## config.mk

```make
export PLATFORM = sky130hd
export DESIGN_NAME = zs_readout
export DESIGN_NICKNAME = d
export VERILOG_FILES = /design/src/rtl/zs_pkg.sv /design/src/rtl/zs_window.sv /design/src/rtl/zs_sequencer.sv /design/src/rtl/zs_formatter.sv /design/src/rtl/zs_readout.sv
export SDC_FILE = /design/constraint.sdc
export NUM_CORES = 1
export LEC_CHECK = 0
export ABC_AREA = 1
export BUFFER_PORTS_ARGS = -buffer_cell sky130_fd_sc_hd__buf_2
export CAP_MARGIN = 20
export CORE_MARGIN = 2
export CORE_UTILIZATION = 33
export CTS_CLUSTER_DIAMETER = 50
export DETAILED_ROUTE_END_ITERATION = 6
export GPL_ROUTABILITY_DRIVEN = 0
export PLACE_DENSITY = 0.49
export SLEW_MARGIN = 30
export SYNTH_ARGS = -nofsm -noshare
export SYNTH_HDL_FRONTEND = slang
export SYNTH_SLANG_ARGS = --single-unit
```

## constraint.sdc

```tcl
create_clock -name clk -period 6.5 [get_ports clk]
set_input_delay 0.325 -clock clk [delete_from_list [all_inputs] [get_ports clk]]
set_output_delay 0.325 -clock clk [all_outputs]
set_load 0.05 [all_outputs]
```

## src/rtl/zs_pkg.sv

```systemverilog
package zs_pkg;
    parameter int NCH      = 8;
    parameter int VW       = 12;
    parameter int TW       = 8;
    parameter int SW       = 8;
    parameter int WW       = 16;
    parameter int AW       = 4;
    parameter int LO_NUM   = 26;
    parameter int HI_NUM   = 39;
    parameter int HDR_ADDR = 14;
    parameter int PAT_ADDR = 15;
    localparam int CHW     = $clog2(NCH);
    localparam int CW      = $clog2(NCH + 1);

    typedef enum logic [2:0] {
        ST_IDLE, ST_HDR, ST_PAT, ST_DATA, ST_DONE, ST_AWAIT, ST_AOUT
    } seq_state_e;

    typedef enum logic [1:0] {RM_COMPRESS, RM_FULL, RM_ADDR} rd_mode_e;

    typedef struct packed {
        logic            chan_en;
        logic            ovf_en;
        rd_mode_e        mode;
        logic [SW-1:0]   station;
    } cfg_t;

    typedef struct packed {
        logic           found;
        logic [CHW-1:0] idx;
    } srch_t;

    function automatic rd_mode_e decode_mode(input logic seq, input logic comp);
        if (!seq)      return RM_ADDR;
        else if (comp) return RM_COMPRESS;
        else           return RM_FULL;
    endfunction

    function automatic logic [TW-1:0] lo_code(input logic [TW-1:0] t);
        logic [2*TW-1:0] p;
        p = {{TW{1'b0}}, t} * (2*TW)'(LO_NUM);
        return p[2*TW-1:TW];
    endfunction

    function automatic logic [TW-1:0] hi_code(input logic [TW-1:0] t);
        logic [2*TW-1:0] p;
        p = {{TW{1'b0}}, t} * (2*TW)'(HI_NUM);
        return {TW{1'b1}} - p[2*TW-1:TW];
    endfunction

    function automatic logic in_window(input logic [VW-1:0] v,
                                       input logic [TW-1:0] lo,
                                       input logic [TW-1:0] hi);
        logic [TW-1:0] coarse;
        coarse = v[VW-1 -: TW];
        return (coarse >= lo_code(lo)) && (coarse <= hi_code(hi));
    endfunction

    function automatic logic [WW-1:0] data_word(input logic [CHW-1:0] ch,
                                                input logic ovf,
                                                input logic [VW-1:0] val,
                                                input cfg_t cfg);
        logic [WW-1:0] w;
        w = '0;
        w[VW-1:0]     = val;
        w[VW]         = ovf & cfg.ovf_en;
        w[WW-1 -: CHW] = cfg.chan_en ? ch : '0;
        return w;
    endfunction

    function automatic srch_t find_from(input logic [NCH-1:0] pat, input int start);
        srch_t r;
        r = '0;
        for (int i = 0; i < NCH; i++) begin
            if (!r.found && i >= start && pat[i]) begin
                r.found = 1'b1;
                r.idx   = CHW'(i);
            end
        end
        return r;
    endfunction
endpackage

```

## src/rtl/zs_window.sv

```systemverilog
module zs_window
    import zs_pkg::*;
(
    input  logic [NCH*VW-1:0] value_i,
    input  logic [NCH*TW-1:0] lo_thr_i,
    input  logic [NCH*TW-1:0] hi_thr_i,
    output logic [NCH-1:0]    pat_o,
    output logic [CW-1:0]     cnt_o
);
    for (genvar g = 0; g < NCH; g++) begin : g_chan
        assign pat_o[g] = in_window(value_i[g*VW +: VW],
                                    lo_thr_i[g*TW +: TW],
                                    hi_thr_i[g*TW +: TW]);
    end

    always_comb begin
        cnt_o = '0;
        for (int i = 0; i < NCH; i++) cnt_o = cnt_o + CW'(pat_o[i]);
    end
endmodule

```

## src/rtl/zs_sequencer.sv

```systemverilog
module zs_sequencer
    import zs_pkg::*;
(
    input  logic            clk,
    input  logic            rst,
    input  logic            clr_i,
    input  logic            start_i,
    input  rd_mode_e        mode_live_i,
    input  logic [NCH-1:0]  pat_live_i,
    input  rd_mode_e        mode_q_i,
    input  logic [NCH-1:0]  pat_q_i,
    input  logic            rd_req_i,
    input  logic [AW-1:0]   rd_addr_i,
    input  logic            ready_i,
    output seq_state_e      state_o,
    output logic [CHW-1:0]  idx_o,
    output logic [AW-1:0]   sel_o,
    output logic            valid_o,
    output logic            busy_o,
    output logic            done_o
);
    seq_state_e     state;
    logic [CHW-1:0] idx;
    logic [AW-1:0]  sel;
    srch_t          first_hit, next_hit;
    logic           addr_ok;

    assign first_hit = find_from(pat_q_i, 0);
    assign next_hit  = find_from(pat_q_i, int'(idx) + 1);
    assign addr_ok   = (int'(rd_addr_i) < NCH) || (int'(rd_addr_i) == HDR_ADDR)
                       || (int'(rd_addr_i) == PAT_ADDR);

    always_ff @(posedge clk) begin
        if (rst || clr_i) begin
            state <= ST_IDLE;
            idx   <= '0;
            sel   <= '0;
        end else begin
            case (state)
                ST_IDLE: if (start_i) begin
                    idx <= '0;
                    case (mode_live_i)
                        RM_COMPRESS: state <= (pat_live_i == '0) ? ST_DONE : ST_HDR;
                        RM_FULL:     state <= ST_DATA;
                        default:     state <= ST_AWAIT;
                    endcase
                end
                ST_HDR: if (ready_i) state <= ST_PAT;
                ST_PAT: if (ready_i) begin
                    state <= ST_DATA;
                    idx   <= first_hit.idx;
                end
                ST_DATA: if (ready_i) begin
                    if (mode_q_i == RM_FULL) begin
                        if (int'(idx) == NCH - 1) state <= ST_DONE;
                        else                      idx   <= idx + 1'b1;
                    end else if (next_hit.found) begin
                        idx <= next_hit.idx;
                    end else begin
                        state <= ST_DONE;
                    end
                end
                ST_AWAIT: if (rd_req_i && addr_ok) begin
                    state <= ST_AOUT;
                    sel   <= rd_addr_i;
                end
                ST_AOUT: if (ready_i) state <= ST_AWAIT;
                default: state <= state;
            endcase
        end
    end

    assign state_o = state;
    assign idx_o   = idx;
    assign sel_o   = sel;
    assign valid_o = (state == ST_HDR) || (state == ST_PAT) ||
                     (state == ST_DATA) || (state == ST_AOUT);
    assign busy_o  = (state != ST_IDLE);
    assign done_o  = (state == ST_DONE);
endmodule

```

## src/rtl/zs_formatter.sv

```systemverilog
module zs_formatter
    import zs_pkg::*;
(
    input  seq_state_e        state_i,
    input  logic [CHW-1:0]    idx_i,
    input  logic [AW-1:0]     sel_i,
    input  logic [NCH*VW-1:0] val_q_i,
    input  logic [NCH-1:0]    ovf_q_i,
    input  logic [NCH-1:0]    pat_q_i,
    input  logic [CW-1:0]     cnt_q_i,
    input  cfg_t              cfg_q_i,
    output logic [WW-1:0]     word_o
);
    logic [CHW-1:0] ch;
    logic [WW-1:0]  hdr_w, pat_w, dat_w;
    logic           want_hdr, want_pat;

    assign ch       = (state_i == ST_AOUT) ? sel_i[CHW-1:0] : idx_i;
    assign hdr_w    = {cfg_q_i.station, {(WW-SW-CW){1'b0}}, cnt_q_i};
    assign pat_w    = {{(WW-NCH){1'b0}}, pat_q_i};
    assign dat_w    = data_word(ch, ovf_q_i[ch], val_q_i[int'(ch)*VW +: VW], cfg_q_i);
    assign want_hdr = (state_i == ST_HDR) ||
                      ((state_i == ST_AOUT) && (int'(sel_i) == HDR_ADDR));
    assign want_pat = (state_i == ST_PAT) ||
                      ((state_i == ST_AOUT) && (int'(sel_i) == PAT_ADDR));

    always_comb begin
        if (want_hdr)      word_o = hdr_w;
        else if (want_pat) word_o = pat_w;
        else               word_o = dat_w;
    end
endmodule

```

## src/rtl/zs_readout.sv

```systemverilog
module zs_readout
    import zs_pkg::*;
(
    input  logic                  clk,
    input  logic                  rst,
    input  logic                  clr_i,
    input  logic                  capture_i,
    input  logic [NCH*VW-1:0]     value_i,
    input  logic [NCH-1:0]        ovf_i,
    input  logic [NCH*TW-1:0]     lo_thr_i,
    input  logic [NCH*TW-1:0]     hi_thr_i,
    input  logic [SW-1:0]         station_i,
    input  logic                  seq_mode_i,
    input  logic                  compress_i,
    input  logic                  ovf_hide_i,
    input  logic                  chan_hide_i,
    input  logic                  rd_req_i,
    input  logic [AW-1:0]         rd_addr_i,
    output logic [WW-1:0]         word_o,
    output logic                  word_valid_o,
    input  logic                  word_ready_i,
    output logic                  busy_o,
    output logic                  done_o
);
    logic [NCH-1:0]    pat_live, pat_q, ovf_q;
    logic [CW-1:0]     cnt_live, cnt_q;
    logic [NCH*VW-1:0] val_q;
    cfg_t              cfg_live, cfg_q;
    logic              start;
    seq_state_e        state;
    logic [CHW-1:0]    idx;
    logic [AW-1:0]     sel;

    assign cfg_live = '{chan_en: !chan_hide_i, ovf_en: !ovf_hide_i,
                        mode: decode_mode(seq_mode_i, compress_i), station: station_i};
    assign start    = capture_i && !busy_o && !clr_i;

    zs_window u_window (
        .value_i (value_i),
        .lo_thr_i(lo_thr_i),
        .hi_thr_i(hi_thr_i),
        .pat_o   (pat_live),
        .cnt_o   (cnt_live)
    );

    always_ff @(posedge clk) begin
        if (rst) begin
            val_q <= '0;
            ovf_q <= '0;
            pat_q <= '0;
            cnt_q <= '0;
            cfg_q <= '0;
        end else if (start) begin
            val_q <= value_i;
            ovf_q <= ovf_i;
            pat_q <= pat_live;
            cnt_q <= cnt_live;
            cfg_q <= cfg_live;
        end
    end

    zs_sequencer u_seq (
        .clk        (clk),
        .rst        (rst),
        .clr_i      (clr_i),
        .start_i    (start),
        .mode_live_i(cfg_live.mode),
        .pat_live_i (pat_live),
        .mode_q_i   (cfg_q.mode),
        .pat_q_i    (pat_q),
        .rd_req_i   (rd_req_i),
        .rd_addr_i  (rd_addr_i),
        .ready_i    (word_ready_i),
        .state_o    (state),
        .idx_o      (idx),
        .sel_o      (sel),
        .valid_o    (word_valid_o),
        .busy_o     (busy_o),
        .done_o     (done_o)
    );

    zs_formatter u_fmt (
        .state_i(state),
        .idx_i  (idx),
        .sel_i  (sel),
        .val_q_i(val_q),
        .ovf_q_i(ovf_q),
        .pat_q_i(pat_q),
        .cnt_q_i(cnt_q),
        .cfg_q_i(cfg_q),
        .word_o (word_o)
    );
endmodule

```

== Word-level counts from Yosys, hierarchy flattened ==
Index checks and enable logic that the tools add are counted.

* $add $sub $neg: 17
* $mul: 17
* Order comparisons: 26
* Equal/unequal tests: 23
* Shifts and indexed selects: 1
* Mux-type cells: 43
* Bitwise gates (word level): 1
* Reduce and logical (&&, ||, !) cells: 70

{| class="wikitable"
|+ Operators by type and width
! kind !! number
|-
| 4-bit by 32-bit >= comparator with 1-bit output, first input constant || 4
|-
| 8-bit by 6-bit multiplier with 14-bit output, second input constant || 8
|-
| 8-bit by 4-bit multiplier with 12-bit output, second input constant || 8
|-
| 96-bit by 32-bit indexed part select with 12-bit output || 1
|-
| 3-bit by 32-bit >= comparator with 1-bit output, first input constant || 2
|-
| 8-bit by 5-bit >= comparator with 1-bit output || 8
|-
| 8-bit less-or-equal comparator || 8
|-
| 1-bit by 7-bit subtractor with 8-bit output, first input constant || 8
|-
| 4-bit two-way mux || 15
|-
| 3-bit two-way mux || 19
|-
| 1-bit logical AND || 35
|-
| 1-bit by 32-bit >= comparator with 1-bit output, first input constant || 1
|-
| 2-bit by 32-bit >= comparator with 1-bit output, first input constant || 1
|-
| 16-bit two-way mux || 2
|-
| 4-bit by 1-bit adder with 4-bit output || 6
|-
| 1-bit logical NOT || 18
|-
| 3-bit case mux with 6 select lines || 1
|-
| 2-bit != test, second input constant || 5
|-
| 3-bit == test, second input constant || 3
|-
| 3-bit != test, second input constant || 3
|-
| 3-bit case mux with 3 select lines || 1
|-
| 9-bit AND reduction || 1
|-
| 4-bit by 1-bit == test with 1-bit output, second input constant || 2
|-
| 4-bit by 2-bit == test with 1-bit output, second input constant || 2
|-
| 24 further kinds || 36
|}

* Flip-flop bits (word level): 138
* Bits of input ports: 254
* Output and inout port bits: 19
* Logic and storage cells: 209

== Logic depth before layout (Yosys ltp) ==
* Depth in word-level cells: 36
* Mapped depth: 33
* Gate-level depth less buffers: 33

== By module ==
Synthesis repeated with hierarchy kept, for this count alone.

* Cells, all modules: 3,371
* Area, all modules: 21,637.0 um^2

{| class="wikitable"
|+ By module, submodules not included
! module !! times used !! cells each !! area an instance (um^2) !! seq. area each (um^2)
|-
| zs_window || 1 || 2,053 || 13,820.8 || 0.0
|-
| zs_readout || 1 || 819 || 5,290.1 || 2,562.5
|-
| zs_formatter || 1 || 317 || 1,521.5 || 0.0
|-
| zs_sequencer || 1 || 182 || 1,004.7 || 200.2
|}

== Worst setup path after synthesis ==
No wires, ideal clock.

* Path type: input-to-reg
* From: input port hi_thr_i[4]
* To: register cnt_q[1]
* Setup time: 0.070 ns
* Arrival time: 5.895 ns
* Data required time: 6.430 ns
* Setup slack: 0.536 ns
* Stages: 30
* Buffers on the path: 0
* Path through: inv_1 -> fa_1 -> inv_1 -> ha_1 -> fa_1 -> ha_1 -> a21o_1 -> a21oi_1 -> o21ai_0 -> nand2_1 -> nand2_1 -> nand2_1 -> nand2_1 -> xnor2_1 -> inv_1 -> ha_1 -> nand2_1 -> o21a_1 -> o21ai_0 -> o2111ai_1 -> nand2_1 -> ha_1 -> inv_1 -> fa_1 -> fa_1 -> inv_1 -> fa_1 -> inv_1 -> fa_1 -> a21oi_1

* Cells in the longest elaborated chain, start to end: 11

{| class="wikitable"
|+ Ends and longest elaborated chain
! item !! RTL line !! text
|-
| from (decl) || zs_readout.sv:11 || <nowiki>input logic [NCH*TW-1:0] hi_thr_i,</nowiki>
|-
| 8-bit by 6-bit multiplier with 14-bit output || zs_pkg.sv:47 || <nowiki>p = {{TW{1'b0}}, t} * (2*TW)'(HI_NUM);</nowiki>
|-
| 1-bit by 7-bit subtractor with 8-bit output || zs_pkg.sv:48 || <nowiki>return {TW{1'b1}} - p[2*TW-1:TW];</nowiki>
|-
| 8-bit less-or-equal comparator || zs_pkg.sv:56 || <nowiki>return (coarse >= lo_code(lo)) && (coarse <= hi_code(hi));</nowiki>
|-
| 1-bit logical AND || zs_pkg.sv:56 ||
|-
| 1-bit by 1-bit adder with 2-bit output || zs_window.sv:18 || <nowiki>for (int i = 0; i < NCH; i++) cnt_o = cnt_o + CW'(pat_o[i]);</nowiki>
|-
| 4-bit by 1-bit adder with 4-bit output (6 in series) || zs_window.sv:18 ||
|-
| to (signal assigned) || zs_readout.sv:57 || <nowiki>cnt_q <= cnt_live;</nowiki>
|-
| to (decl) || zs_readout.sv:26 || <nowiki>logic [CW-1:0] cnt_live, cnt_q;</nowiki>
|}

Every way passes these cells.
A chain may end at the register's enable or synchronous reset.

== Final worst setup path ==
* From: input port hi_thr_i[5]
* To: register cnt_q[2]

Same word-level chain as after synthesis.

==> results.cfg <==
[status]
status = finished, final reports clean

[floorplan]
die_x_um = 241.8
fp.dieArea_sq_um = 58470
start_util = 0.3322
top_level_ports = 273
core.rowCount = 87
core_sq_um = 56170
die_height_um = 241.8

[detailed_routing]
via_count = 16460
first_iter_violations = 636
drc = 0
dr.pass1.iters = 5
ant_nets = 0
wl_per_cell_um = 14.55
viasPerCell = 4.649
wl_um = 51510

[clock_tree]
cts_num_sinks = 138
cts_tree = built
postCtsSetupBuffers = 0
max-clock-path-buffers = 2
root_buffer = clkbuf_16
cts-buffers-inserted = 17
htreeDepth = 4
worstSkewPairLatency_ns = 0.44
clk_pin_slew_ns = 0.06

[critical_path]
endpoint_kind = flip-flop
cp-start-kind = primary input
cp.required_ns = 6.83
crit_path_max_incr_delay_ns = 0.51
arrival_ns = 6.43
critPathSlowestCell = fa_1
path_class = primary input to flip-flop
cp_max_fo = 3

[synthesis]
ys.flop_type = dfxtp_1
synth_top_cell_by_area = ha_1
synth_top_family_by_area = adder cells
synth-adder-area-share = 0.3879
yosysUniqueCellTypes = 46
syn-num-nets = 3286
ys_warn_count = 0
synth-edff-count = 0
synth_xor_area_frac = 0.03191
synth_cells = 2523
synthMuxAreaShare = 0
syn_area_per_cell_sq_um = 7.397
synthArstFlopShare = 0
synth_seq_cells = 138
synth_simple_gate_area_frac = 0.1629
synth_seq_area_share = 0.1480
synth_top_area_frac = 0.2635
synth-compound-area-share = 0.1381
synth_area_leaders = ha_1, dfxtp_1, fa_1
syn_area_sq_um = 18660

[timing]
fmax_mhz = 163.9
drv_slew = 0
fin_skew_ns = 0.01737
fin_ws_ns = 0.4000
min_period_ns = 6.100
hold_viol_final = 0
worst_pin_slew_ns = 0.8984
setup_viol = 0
fin_setup_tns_ns = 0
post-route-period-util = 0.9385
maxSlewHeadroom = 0.4011

[grt]
gr-total-overflow = 0
grt_use_total = 0.1776
first_global_vias = 16720
grt_max_degree = 89
antenna_found_initial = 17
grt_pass1_wl_um = 84640

[place]
dp_cells = 3499
post-place-ws_ns = -0.1066
io_buffers = 272
hpwl_um = 43300

[cells_and_area]
fillers = 6160
drive_above_1_share = 0.1247
nNetsFinal = 3525
fin_util = 0.3802
area_growth_syn_to_layout_pct = 14.45
layout_common_cells = inv_1, ha_1, nand2_1
final_common_cell = inv_1
final_cells = 3540

[pwr]
peakVddDrop_mv = 0.1945
p_per_area_nw_per_um2 = 215.5
power_leakage_nw = 11.87
p_total_mw = 4.604

[flow_run]
maxCapViolations = 0

[min_path]
hold_path.class = primary input to flip-flop
==> cell type report <==
cell class | count | area (sq um) | area share
antenna | 9 | 22.52 | 0.001054
clock inverter | 15 | 175.2 | 0.008202
clock buffer | 17 | 425.4 | 0.01992
inverter | 567 | 2136 | 0.1000
sequential | 138 | 2763 | 0.1293
timing repair buffer | 280 | 1421 | 0.06655
tap | 756 | 945.9 | 0.04429
multi-input combinational | 1758 | 13470 | 0.6306
==> per-stage QoR <==
stage / hold slack [ns] / cell area [sq um]
final: 0.07490 / 21360
after global routing: 0.06037 / 21360
after CTS: 0.06439 / 21320
after detailed placement: 0.4484 / 20720
after global placement: 0.4368 / 20720
after floorplan: 0.4030 / 18660
==> cell families (layout without fill, tap and decap cells) <==
| kind of cell | after synthesis | after routing |
|---|---|---|
| DFF | 138 | 138 |
| AOI/OAI and AO/OA | 455 | 455 |
| buffers and inverters | 627 | 879 |
| other | 0 | 9 |
| xor gates and xnor gates | 68 | 68 |
| and+or+nand+nor | 726 | 726 |
| adders and majority gates | 509 | 509 |
==> where the power goes <==
group	total (mW)	internal (mW)	leakage [nW]	switching, mW
clock network	1.00	0.550	0.294	0.454
registers	1.00	0.943	1.13	0.0569
logic	2.60	1.06	10.4	1.54
total	4.60	2.55	11.9	2.05
==> metal layers <==
layer,wire (um),part of all wire,vias to the layer above,GRT usage
li1,-,-,8541,-
met3,1917,0.037,56,0.02752
met4,792,0.015,14,0.03831
met5,84,0.0016,-,0
met2,24580,0.48,285,0.3074
met1,24130,0.47,7560,0.2325
==> synth_stat cells, drive strengths merged, types with 28 or more instances <==
master  count
ha        393
dfxtp     138
fa        116
buf        37
xor2       28
inv       567
nand2     358
nand3      84
o211ai     39
o21ai     188
nor2      223
a21oi     164
xnor2      40
==> timing repair <==
action	CTS	global route
endpoints found under the setup margin	0	2
gates resized for setup	0	3
hold buffers	0	0
==> registers in the layout (all words and copies together) (netlist names) <==
name,cells
ovf_q,8
u_seq.sel_o,4
pat_q,8
val_q,96
cnt_q,4
u_seq.state_o,3
cfg_q,12
u_seq.idx_o,3
==> path summary, 6_finish.rpt <==
| kind | slack (ns) | depth (start not counted) | startpoint | to |
|---|---|---|---|---|
| worst max-delay path | 0.40 | 32 | hi_thr_i[5] | cnt_q[2]$_SDFFE_PP0P_ |
| worst min register to register | 0.46 | 2 | val_q[65]$_SDFFE_PP0P_ | val_q[65]$_SDFFE_PP0P_ |
| worst max register to register | 3.64 | 8 | u_seq.state_o[2]$_SDFFE_PP0P_ | val_q[66]$_SDFFE_PP0P_ |
| worst min-delay path | 0.07 | 2 | ovf_hide_i | cfg_q[10]$_SDFFE_PP0P_ |
==> worst max-delay path, delay by kind of cell <==
| kind | cells | cell delay, ns |
|---|---|---|
| AO/OA/AOI/OAI | 7 | 1.14 |
| adder cells (fa/ha/maj) | 10 | 3.57 |
| buffers and inverters | 7 | 0.51 |
| AND/OR/NAND/NOR | 6 | 0.53 |
| XOR/XNOR | 2 | 0.34 |
Power figures use the tool's default switching activity.
